**config.mk**
```make
export PLATFORM = sky130hd
export DESIGN_NAME = pwm3_ramp_ctrl
export DESIGN_NICKNAME = d
export VERILOG_FILES = /design/src/rtl/pwm3_pkg.sv /design/src/rtl/pwm3_regbank.sv /design/src/rtl/pwm3_timebase.sv /design/src/rtl/pwm3_phase.sv /design/src/rtl/pwm3_ramp_ctrl.sv
export SDC_FILE = /design/constraint.sdc
export NUM_CORES = 1
export LEC_CHECK = 0
export ABC_CLOCK_PERIOD_IN_PS = 3550
export BUFFER_PORTS_ARGS = -buffer_cell sky130_fd_sc_hd__buf_2
export CELL_PAD_IN_SITES_DETAIL_PLACEMENT = 0
export CELL_PAD_IN_SITES_GLOBAL_PLACEMENT = 1
export CORE_ASPECT_RATIO = 1.2
export CORE_MARGIN = 3
export CORE_UTILIZATION = 40
export CTS_CLUSTER_DIAMETER = 50
export DETAILED_ROUTE_END_ITERATION = 8
export PLACE_DENSITY = 0.67
export SKIP_LAST_GASP = 1
export SLEW_MARGIN = 20
export SYNTH_ARGS = -nofsm -noshare
export SYNTH_HDL_FRONTEND = slang
export SYNTH_SLANG_ARGS = --single-unit
```
**constraint.sdc**
```tcl
create_clock -name clk -period 3.55 [get_ports clk]
set_input_delay 0.1775 -clock clk [delete_from_list [all_inputs] [get_ports clk]]
set_output_delay 0.1775 -clock clk [all_outputs]
set_load 0.02 [all_outputs]
```
**src/rtl/pwm3_pkg.sv**
```systemverilog
package pwm3_pkg;

    localparam int CW      = 12;
    localparam int NMOD    = 3;
    localparam logic [CW-1:0] TOP_RST = 12'd15;

    typedef enum logic {
        RUN_RAMP   = 1'b0,
        RUN_CENTER = 1'b1
    } run_mode_e;

    typedef enum logic {
        SUB_A = 1'b0,
        SUB_B = 1'b1
    } sub_e;

    typedef enum logic {
        DIR_UP   = 1'b0,
        DIR_DOWN = 1'b1
    } dir_e;

    typedef struct packed {
        logic [CW-1:0] cmp_a;
        logic [CW-1:0] cmp_b;
    } cmp_pair_t;

    // address of the A or B compare register of module m
    function automatic int cmp_addr(input int nmod, input int m, input logic is_b);
        return 2 + m + (is_b ? nmod : 0);
    endfunction

endpackage

```
**src/rtl/pwm3_regbank.sv**
```systemverilog
module pwm3_regbank
    import pwm3_pkg::*;
#(
    parameter int N_MOD  = NMOD,
    parameter int ADDR_W = 4
) (
    input  logic                   clk,
    input  logic                   rst,
    input  logic                   wr_en,
    input  logic [ADDR_W-1:0]      wr_addr,
    input  logic [CW-1:0]          wr_data,
    output logic [CW-1:0]          top_stg,
    output run_mode_e              mode_stg,
    output cmp_pair_t [N_MOD-1:0]  cmp_stg,
    output logic [N_MOD-1:0]       fclr
);

    localparam logic [ADDR_W-1:0] A_TOP  = ADDR_W'(0);
    localparam logic [ADDR_W-1:0] A_MODE = ADDR_W'(1);
    localparam logic [ADDR_W-1:0] A_FCLR = ADDR_W'(2 + 2 * N_MOD);

    always_ff @(posedge clk) begin
        if (rst) begin
            top_stg  <= TOP_RST;
            mode_stg <= RUN_RAMP;
            cmp_stg  <= '0;
        end else if (wr_en) begin
            if (wr_addr == A_TOP)
                top_stg <= wr_data;
            if (wr_addr == A_MODE)
                mode_stg <= run_mode_e'(wr_data[0]);
            for (int m = 0; m < N_MOD; m++) begin
                if (wr_addr == ADDR_W'(cmp_addr(N_MOD, m, 1'b0)))
                    cmp_stg[m].cmp_a <= wr_data;
                if (wr_addr == ADDR_W'(cmp_addr(N_MOD, m, 1'b1)))
                    cmp_stg[m].cmp_b <= wr_data;
            end
        end
    end

    always_comb begin
        fclr = '0;
        if (wr_en && wr_addr == A_FCLR)
            fclr = wr_data[N_MOD-1:0];
    end

endmodule

```
**src/rtl/pwm3_timebase.sv**
```systemverilog
module pwm3_timebase
    import pwm3_pkg::*;
(
    input  logic          clk,
    input  logic          rst,
    input  logic [CW-1:0] top_stg,
    input  run_mode_e     mode_stg,
    output logic [CW-1:0] cnt,
    output sub_e          sub,
    output logic          cyc_end,
    output logic          upd_pulse
);

    logic [CW-1:0] top_act;
    run_mode_e     mode_act;
    dir_e          dir;
    logic          sweep_end;

    // end of one half: ramp ends at top, centered ends back at zero
    always_comb begin
        if (mode_act == RUN_RAMP)
            sweep_end = (cnt == top_act);
        else if (dir == DIR_UP)
            sweep_end = (cnt == top_act) && (top_act == '0);
        else
            sweep_end = (cnt == '0);
    end

    assign cyc_end = sweep_end && (sub == SUB_B);

    always_ff @(posedge clk) begin
        if (rst) begin
            cnt       <= '0;
            sub       <= SUB_A;
            dir       <= DIR_UP;
            top_act   <= TOP_RST;
            mode_act  <= RUN_RAMP;
            upd_pulse <= 1'b0;
        end else begin
            upd_pulse <= cyc_end;
            if (cyc_end) begin
                cnt      <= '0;
                sub      <= SUB_A;
                dir      <= DIR_UP;
                top_act  <= top_stg;
                mode_act <= mode_stg;
            end else if (sweep_end) begin
                cnt <= '0;
                sub <= SUB_B;
                dir <= DIR_UP;
            end else if (mode_act == RUN_CENTER && dir == DIR_UP && cnt == top_act) begin
                dir <= DIR_DOWN;
                cnt <= cnt - CW'(1);
            end else if (dir == DIR_DOWN) begin
                cnt <= cnt - CW'(1);
            end else begin
                cnt <= cnt + CW'(1);
            end
        end
    end

    assert_cnt_bound_R1: assert property (@(posedge clk) disable iff (rst)
        cnt <= top_act);

    assert_ramp_step_R1: assert property (@(posedge clk) disable iff (rst)
        (mode_act == RUN_RAMP && !sweep_end) |=> cnt == $past(cnt) + CW'(1));

    assert_center_down_R2: assert property (@(posedge clk) disable iff (rst)
        (mode_act == RUN_CENTER && dir == DIR_DOWN && cnt != '0)
            |=> (cnt == $past(cnt) - CW'(1)) && dir == DIR_DOWN);

    assert_upd_single_R8: assert property (@(posedge clk) disable iff (rst)
        upd_pulse |=> !upd_pulse);

    assert_upd_start_R8: assert property (@(posedge clk) disable iff (rst)
        upd_pulse |-> (cnt == '0 && sub == SUB_A));

endmodule

```
**src/rtl/pwm3_phase.sv**
```systemverilog
module pwm3_phase
    import pwm3_pkg::*;
(
    input  logic          clk,
    input  logic          rst,
    input  logic [CW-1:0] cnt,
    input  sub_e          sub,
    input  logic          cyc_end,
    input  cmp_pair_t     cmp_stg,
    input  logic          fault_in,
    input  logic          fclr,
    output logic          pwm_a,
    output logic          pwm_b
);

    cmp_pair_t cmp_act;
    logic      flt_lat;
    logic      faulted;

    assign faulted = fault_in | flt_lat;

    always_ff @(posedge clk) begin
        if (rst) begin
            cmp_act <= '0;
            flt_lat <= 1'b0;
        end else begin
            if (fault_in)
                flt_lat <= 1'b1;
            else if (fclr)
                flt_lat <= 1'b0;
            if (cyc_end && !faulted)
                cmp_act <= cmp_stg;
        end
    end

    assign pwm_a = !faulted && (sub == SUB_A) && (cnt < cmp_act.cmp_a);
    assign pwm_b = !faulted && (sub == SUB_B) && (cnt < cmp_act.cmp_b);

    assert_fault_off_R9: assert property (@(posedge clk) disable iff (rst)
        fault_in |-> (!pwm_a && !pwm_b));

    assert_fault_kept_R10: assert property (@(posedge clk) disable iff (rst)
        fault_in |=> (!pwm_a && !pwm_b));

    assert_a_in_a_R5: assert property (@(posedge clk) disable iff (rst)
        (sub == SUB_B) |-> !pwm_a);

    assert_b_in_b_R5: assert property (@(posedge clk) disable iff (rst)
        (sub == SUB_A) |-> !pwm_b);

    assert_commit_edge_R7: assert property (@(posedge clk) disable iff (rst)
        !cyc_end |=> $stable(cmp_act));

    assert_hold_fault_R11: assert property (@(posedge clk) disable iff (rst)
        (faulted && cyc_end) |=> $stable(cmp_act));

endmodule

```
**src/rtl/pwm3_ramp_ctrl.sv**
```systemverilog
module pwm3_ramp_ctrl
    import pwm3_pkg::*;
#(
    parameter int N_MOD  = NMOD,
    parameter int ADDR_W = $clog2(2 * N_MOD + 3)
) (
    input  logic              clk,
    input  logic              rst,
    input  logic              wr_en,
    input  logic [ADDR_W-1:0] wr_addr,
    input  logic [CW-1:0]     wr_data,
    input  logic [N_MOD-1:0]  fault_in,
    output logic [N_MOD-1:0]  pwm_a,
    output logic [N_MOD-1:0]  pwm_b,
    output logic              upd_pulse
);

    logic [CW-1:0]         top_stg;
    run_mode_e             mode_stg;
    cmp_pair_t [N_MOD-1:0] cmp_stg;
    logic [N_MOD-1:0]      fclr;
    logic [CW-1:0]         cnt;
    sub_e                  sub;
    logic                  cyc_end;

    pwm3_regbank #(
        .N_MOD  (N_MOD),
        .ADDR_W (ADDR_W)
    ) u_regs (
        .clk      (clk),
        .rst      (rst),
        .wr_en    (wr_en),
        .wr_addr  (wr_addr),
        .wr_data  (wr_data),
        .top_stg  (top_stg),
        .mode_stg (mode_stg),
        .cmp_stg  (cmp_stg),
        .fclr     (fclr)
    );

    pwm3_timebase u_tbase (
        .clk       (clk),
        .rst       (rst),
        .top_stg   (top_stg),
        .mode_stg  (mode_stg),
        .cnt       (cnt),
        .sub       (sub),
        .cyc_end   (cyc_end),
        .upd_pulse (upd_pulse)
    );

    for (genvar m = 0; m < N_MOD; m++) begin : g_phase
        pwm3_phase u_phase (
            .clk      (clk),
            .rst      (rst),
            .cnt      (cnt),
            .sub      (sub),
            .cyc_end  (cyc_end),
            .cmp_stg  (cmp_stg[m]),
            .fault_in (fault_in[m]),
            .fclr     (fclr[m]),
            .pwm_a    (pwm_a[m]),
            .pwm_b    (pwm_b[m])
        );
    end

    assert_reset_quiet_R12: assert property (@(posedge clk)
        $past(rst) |-> (pwm_a == '0 && pwm_b == '0 && !upd_pulse));

endmodule

```
==> run_summary.xml <==
<?xml version="1.0" encoding="UTF-8"?>
<metrics>
  <group name="run_status">
    <metric name="run_status" unit="">complete, no violations</metric>
  </group>
  <group name="setup_path">
    <metric name="cp-start-kind" unit="">register</metric>
    <metric name="path_cells" unit="">xor2_1, nor4_1, nand4b_1, a21oi_4, buf_4, mux2i_1, nor2_1</metric>
    <metric name="critical_path.max_stage_delay" unit="ns">0.65</metric>
    <metric name="cp_slowest_cell" unit="">sky130_fd_sc_hd__dfxtp_1</metric>
    <metric name="path_class" unit="">register to register</metric>
    <metric name="timing.critical_path.required" unit="ns">3.84</metric>
    <metric name="critPathArrivalTime" unit="ns">3.21</metric>
    <metric name="worst-path-max-fanout" unit="">24</metric>
    <metric name="cp-end-kind" unit="">register</metric>
  </group>
  <group name="floorplanning">
    <metric name="start_util" unit="%">40.72</metric>
    <metric name="die_height" unit="µm">169.1</metric>
    <metric name="floorplan.core_area" unit="mm²">0.02178</metric>
    <metric name="dieArea" unit="mm²">0.02400</metric>
    <metric name="num_io_pins" unit="">29</metric>
    <metric name="die_x" unit="µm">141.9</metric>
    <metric name="num_rows" unit="">59</metric>
  </group>
  <group name="clocking">
    <metric name="insertion_delay" unit="ns">0.43</metric>
    <metric name="post_cts.resized_instances" unit="">0</metric>
    <metric name="cts_num_sinks" unit="">188</metric>
    <metric name="cts_tree" unit="">built</metric>
    <metric name="ctsHtreeMaxLevel" unit="">4</metric>
    <metric name="clock_tree.buffer_depth" unit="">2</metric>
    <metric name="clk_pin_slew_worst_paths" unit="ns">0.07</metric>
    <metric name="tritoncts.num_buffers" unit="">17</metric>
    <metric name="cts_root_buf" unit="">sky130_fd_sc_hd__clkbuf_16</metric>
  </group>
  <group name="sta">
    <metric name="finClkSkew" unit="ns">0.01159</metric>
    <metric name="worst-slew-pin-transition" unit="ns">0.9964</metric>
    <metric name="maxSlewViolCount" unit="">0</metric>
    <metric name="finalWorstSetupSlack" unit="ns">0.6260</metric>
    <metric name="slew-limit-headroom" unit="%">33.44</metric>
    <metric name="rsz_0062_raised_after_global_routing" unit="">no</metric>
    <metric name="final_total_negative_setup_slack" unit="ns">0</metric>
    <metric name="endpoints_failing_setup" unit="">0</metric>
    <metric name="timing.fmax" unit="MHz">342.0</metric>
    <metric name="post_layout_minimum_cycle_time" unit="ns">2.924</metric>
    <metric name="final-hold-violation-count" unit="">0</metric>
    <metric name="period_share" unit="%">82.37</metric>
  </group>
  <group name="power">
    <metric name="static-leakage-power" unit="nW">3.764</metric>
    <metric name="worst_ir_drop_vdd" unit="mV">0.3033</metric>
    <metric name="cell_area_power_density" unit="mW/mm²">431.5</metric>
  </group>
  <group name="logic_synthesis">
    <metric name="ys_dominant_reg_cell" unit="">sky130_fd_sc_hd__dfxtp_1</metric>
    <metric name="syn-cell-area" unit="mm²">0.008869</metric>
    <metric name="yosys-top-cells-count" unit="">sky130_fd_sc_hd__dfxtp_1 (188), sky130_fd_sc_hd__nor2_1 (154), sky130_fd_sc_hd__mux2i_1 (129)</metric>
    <metric name="yosysMostFrequentCell" unit="">sky130_fd_sc_hd__dfxtp_1</metric>
    <metric name="sequential_element_share_of_the_synthesized_area" unit="%">42.44</metric>
    <metric name="synth.area.top_cells" unit="">sky130_fd_sc_hd__dfxtp_1 (42%), sky130_fd_sc_hd__mux2i_1 (15%), sky130_fd_sc_hd__ha_1 (9.7%)</metric>
    <metric name="synth_top_cell_area_share" unit="%">42.44</metric>
    <metric name="synth.yosys.warnings" unit="">0</metric>
    <metric name="synth_cell_type_count" unit="">47</metric>
    <metric name="post_synth_inst_count" unit="">960</metric>
    <metric name="synthDominantAreaCellType" unit="">sky130_fd_sc_hd__dfxtp_1</metric>
    <metric name="postSynth.asyncResetShare" unit="%">0</metric>
    <metric name="postSynthAreaPerCell" unit="µm²">9.238</metric>
    <metric name="count_of_flip_flops_with_a_built_in_enable_after_synthesis" unit="">0</metric>
    <metric name="synth.net_count" unit="">1051</metric>
    <metric name="synth.ff_latch_count" unit="">188</metric>
  </group>
  <group name="flow_run">
    <metric name="cap_viol_max_count" unit="">0</metric>
  </group>
  <group name="detailed_routing">
    <metric name="drc" unit="">0</metric>
    <metric name="via_per_inst" unit="">5.045</metric>
    <metric name="drt_wl_total" unit="µm">22870</metric>
    <metric name="detailroute.via_count" unit="">6417</metric>
    <metric name="detail-route-antenna-nets" unit="">0</metric>
    <metric name="routedWlPerCell" unit="µm">17.98</metric>
    <metric name="drt_pass1_iterations" unit="">5</metric>
    <metric name="first_iter_violations" unit="">341</metric>
  </group>
  <group name="global_routing">
    <metric name="grt-ovfl-total" unit="">0</metric>
    <metric name="global_route.usage.total" unit="%">19.49</metric>
    <metric name="antenna_found_initial" unit="">0</metric>
    <metric name="grt_first_pass_wirelength" unit="µm">35540</metric>
    <metric name="first_global_vias" unit="">6083</metric>
    <metric name="grt_max_degree" unit="">62</metric>
  </group>
  <group name="hold_path">
    <metric name="hold_path_class" unit="">primary input to register</metric>
  </group>
  <group name="layout">
    <metric name="final_nets" unit="">1076</metric>
    <metric name="syn_to_final_growth" unit="%">10.85</metric>
    <metric name="diodes" unit="">0</metric>
    <metric name="share_of_cells_above_drive_strength_1" unit="%">9.719</metric>
  </group>
  <group name="placed_design">
    <metric name="buffer_ports.inserted" unit="">28</metric>
    <metric name="dp.final_hpwl" unit="µm">14930</metric>
    <metric name="dpl_worst_slack" unit="ns">0.6344</metric>
    <metric name="place.gp.congestion" unit="">0.7996</metric>
  </group>
</metrics>
state kept, by name (all words and copies together) (netlist names):
name,flops
g_phase.u_phase.cmp_act,72
g_phase.u_phase.flt_lat,3
u_regs.cmp_stg,72
u_regs.mode_stg,1
u_regs.top_stg,12
u_tbase.cnt,12
u_tbase.dir,1
u_tbase.mode_act,1
u_tbase.sub,1
u_tbase.top_act,12
u_tbase.upd_pulse,1
placed cells by master (no fill, tap or decap), types with 3 or more instances in the layout:
| cell | netlist | final |
|---|---|---|
| sky130_fd_sc_hd__a211oi_1 | 6 | 6 |
| sky130_fd_sc_hd__a21boi_0 | 3 | 3 |
| sky130_fd_sc_hd__a21o_1 | 13 | 13 |
| sky130_fd_sc_hd__a21oi_1 | 45 | 45 |
| sky130_fd_sc_hd__a21oi_4 | 3 | 3 |
| sky130_fd_sc_hd__a22o_1 | 9 | 9 |
| sky130_fd_sc_hd__a41oi_1 | 5 | 5 |
| sky130_fd_sc_hd__and3_1 | 3 | 3 |
| sky130_fd_sc_hd__buf_2 | 2 | 27 |
| sky130_fd_sc_hd__buf_4 | 6 | 28 |
| sky130_fd_sc_hd__clkbuf_16 | 0 | 17 |
| sky130_fd_sc_hd__clkinvlp_4 | 0 | 3 |
| sky130_fd_sc_hd__dfxtp_1 | 188 | 188 |
| sky130_fd_sc_hd__dlygate4sd3_1 | 0 | 3 |
| sky130_fd_sc_hd__ha_1 | 69 | 69 |
| sky130_fd_sc_hd__inv_1 | 69 | 69 |
| sky130_fd_sc_hd__inv_6 | 0 | 5 |
| sky130_fd_sc_hd__mux2i_1 | 129 | 129 |
| sky130_fd_sc_hd__nand2_1 | 92 | 92 |
| sky130_fd_sc_hd__nand2b_1 | 7 | 7 |
| sky130_fd_sc_hd__nand3_1 | 9 | 9 |
| sky130_fd_sc_hd__nand3b_1 | 8 | 8 |
| sky130_fd_sc_hd__nand4_1 | 4 | 4 |
| sky130_fd_sc_hd__nor2_1 | 154 | 154 |
| sky130_fd_sc_hd__nor2b_1 | 4 | 4 |
| sky130_fd_sc_hd__nor3_1 | 9 | 9 |
| sky130_fd_sc_hd__nor4_1 | 5 | 5 |
| sky130_fd_sc_hd__o2111ai_1 | 6 | 6 |
| sky130_fd_sc_hd__o211ai_1 | 3 | 3 |
| sky130_fd_sc_hd__o21a_1 | 3 | 3 |
| sky130_fd_sc_hd__o21ai_0 | 13 | 13 |
| sky130_fd_sc_hd__o22a_1 | 4 | 4 |
| sky130_fd_sc_hd__or3_1 | 3 | 3 |
| sky130_fd_sc_hd__xnor2_1 | 5 | 5 |
| sky130_fd_sc_hd__xor2_1 | 18 | 18 |
through the flow:
stage	std cells	hold WS (ns)	cell area [µm²]	total power [mW]	utilization, %
floorplan	960	0.2949	8869	2.325	-
finish	1272	0.1194	9831	4.242	45.14
global route	1272	0.1120	9831	4.396	45.14
global placement	1237	0.4023	9234	2.423	42.40
CTS	1272	0.1087	9831	4.289	45.14
detailed placement	1237	0.4112	9234	2.424	42.40
where the power goes:
group          switching (mW)  internal, mW
clock                   0.853          1.02
combinational           0.157        0.0806
sequential             0.0101          2.13
what timing repair did:
item                                    CTS  global route
hold endpoints to repair                  3             0
hold buffers                              3             0
endpoints found under the setup margin    0             0
buffers inserted                          0             0
worst paths after layout:
check,from,end,slack (ns),cells after the start
max,u_tbase.cnt[5]$_SDFF_PP0_,g_phase[2].u_phase.cmp_act[11]$_SDFFE_PP0P_,0.63,7
min,wr_data[0],u_regs.cmp_stg[60]$_SDFFE_PP0P_,0.12,3
max reg2reg,u_tbase.cnt[5]$_SDFF_PP0_,g_phase[2].u_phase.cmp_act[11]$_SDFFE_PP0P_,0.63,7
min reg2reg,u_regs.cmp_stg[37]$_SDFFE_PP0P_,u_regs.cmp_stg[37]$_SDFFE_PP0P_,0.46,2
logic make-up (layout without fill, tap and decap cells):
| logic type | Yosys count | in the layout | synth area share (%) |
|---|---|---|---|
| muxes | 129 | 129 | 14.56 |
| AOI/OAI and AO/OA | 114 | 114 | 8.662 |
| and+or+nand+nor | 315 | 315 | 15.62 |
| DFF | 188 | 188 | 42.44 |
| buffers and inverters | 122 | 160 | 6.716 |
| xor gates and xnor gates | 23 | 23 | 2.271 |
| adders and majority gates | 69 | 69 | 9.735 |
layout make-up:
class | instances | area (µm²)
Clock buffer | 21 | 460.4
Clock inverter | 11 | 106.4
Fill cell | 2124 | 11950
Inverter | 70 | 262.8
Multi-Input combinational cell | 650 | 4519
Sequential cell | 188 | 3764
Tap cell | 274 | 342.8
Timing Repair Buffer | 58 | 375.4
critical path, delay by kind of cell (launching register included):
family | cells | cell delay [ns]
mux | 1 | 0.24
simple gates | 3 | 1.08
compound gates | 1 | 0.27
flops | 1 | 0.65
xor+xnor | 1 | 0.13
buf+inv | 1 | 0.41
per-layer routing:
metal	up-vias	track usage (%)	wire length [µm]
met1	3061	25.37	10560
met5	-	0	0
li1	3271	-	-
met4	0	4.090	175
met2	72	34.50	11710
met3	13	2.656	421
(Power assumes the default switching activity.)
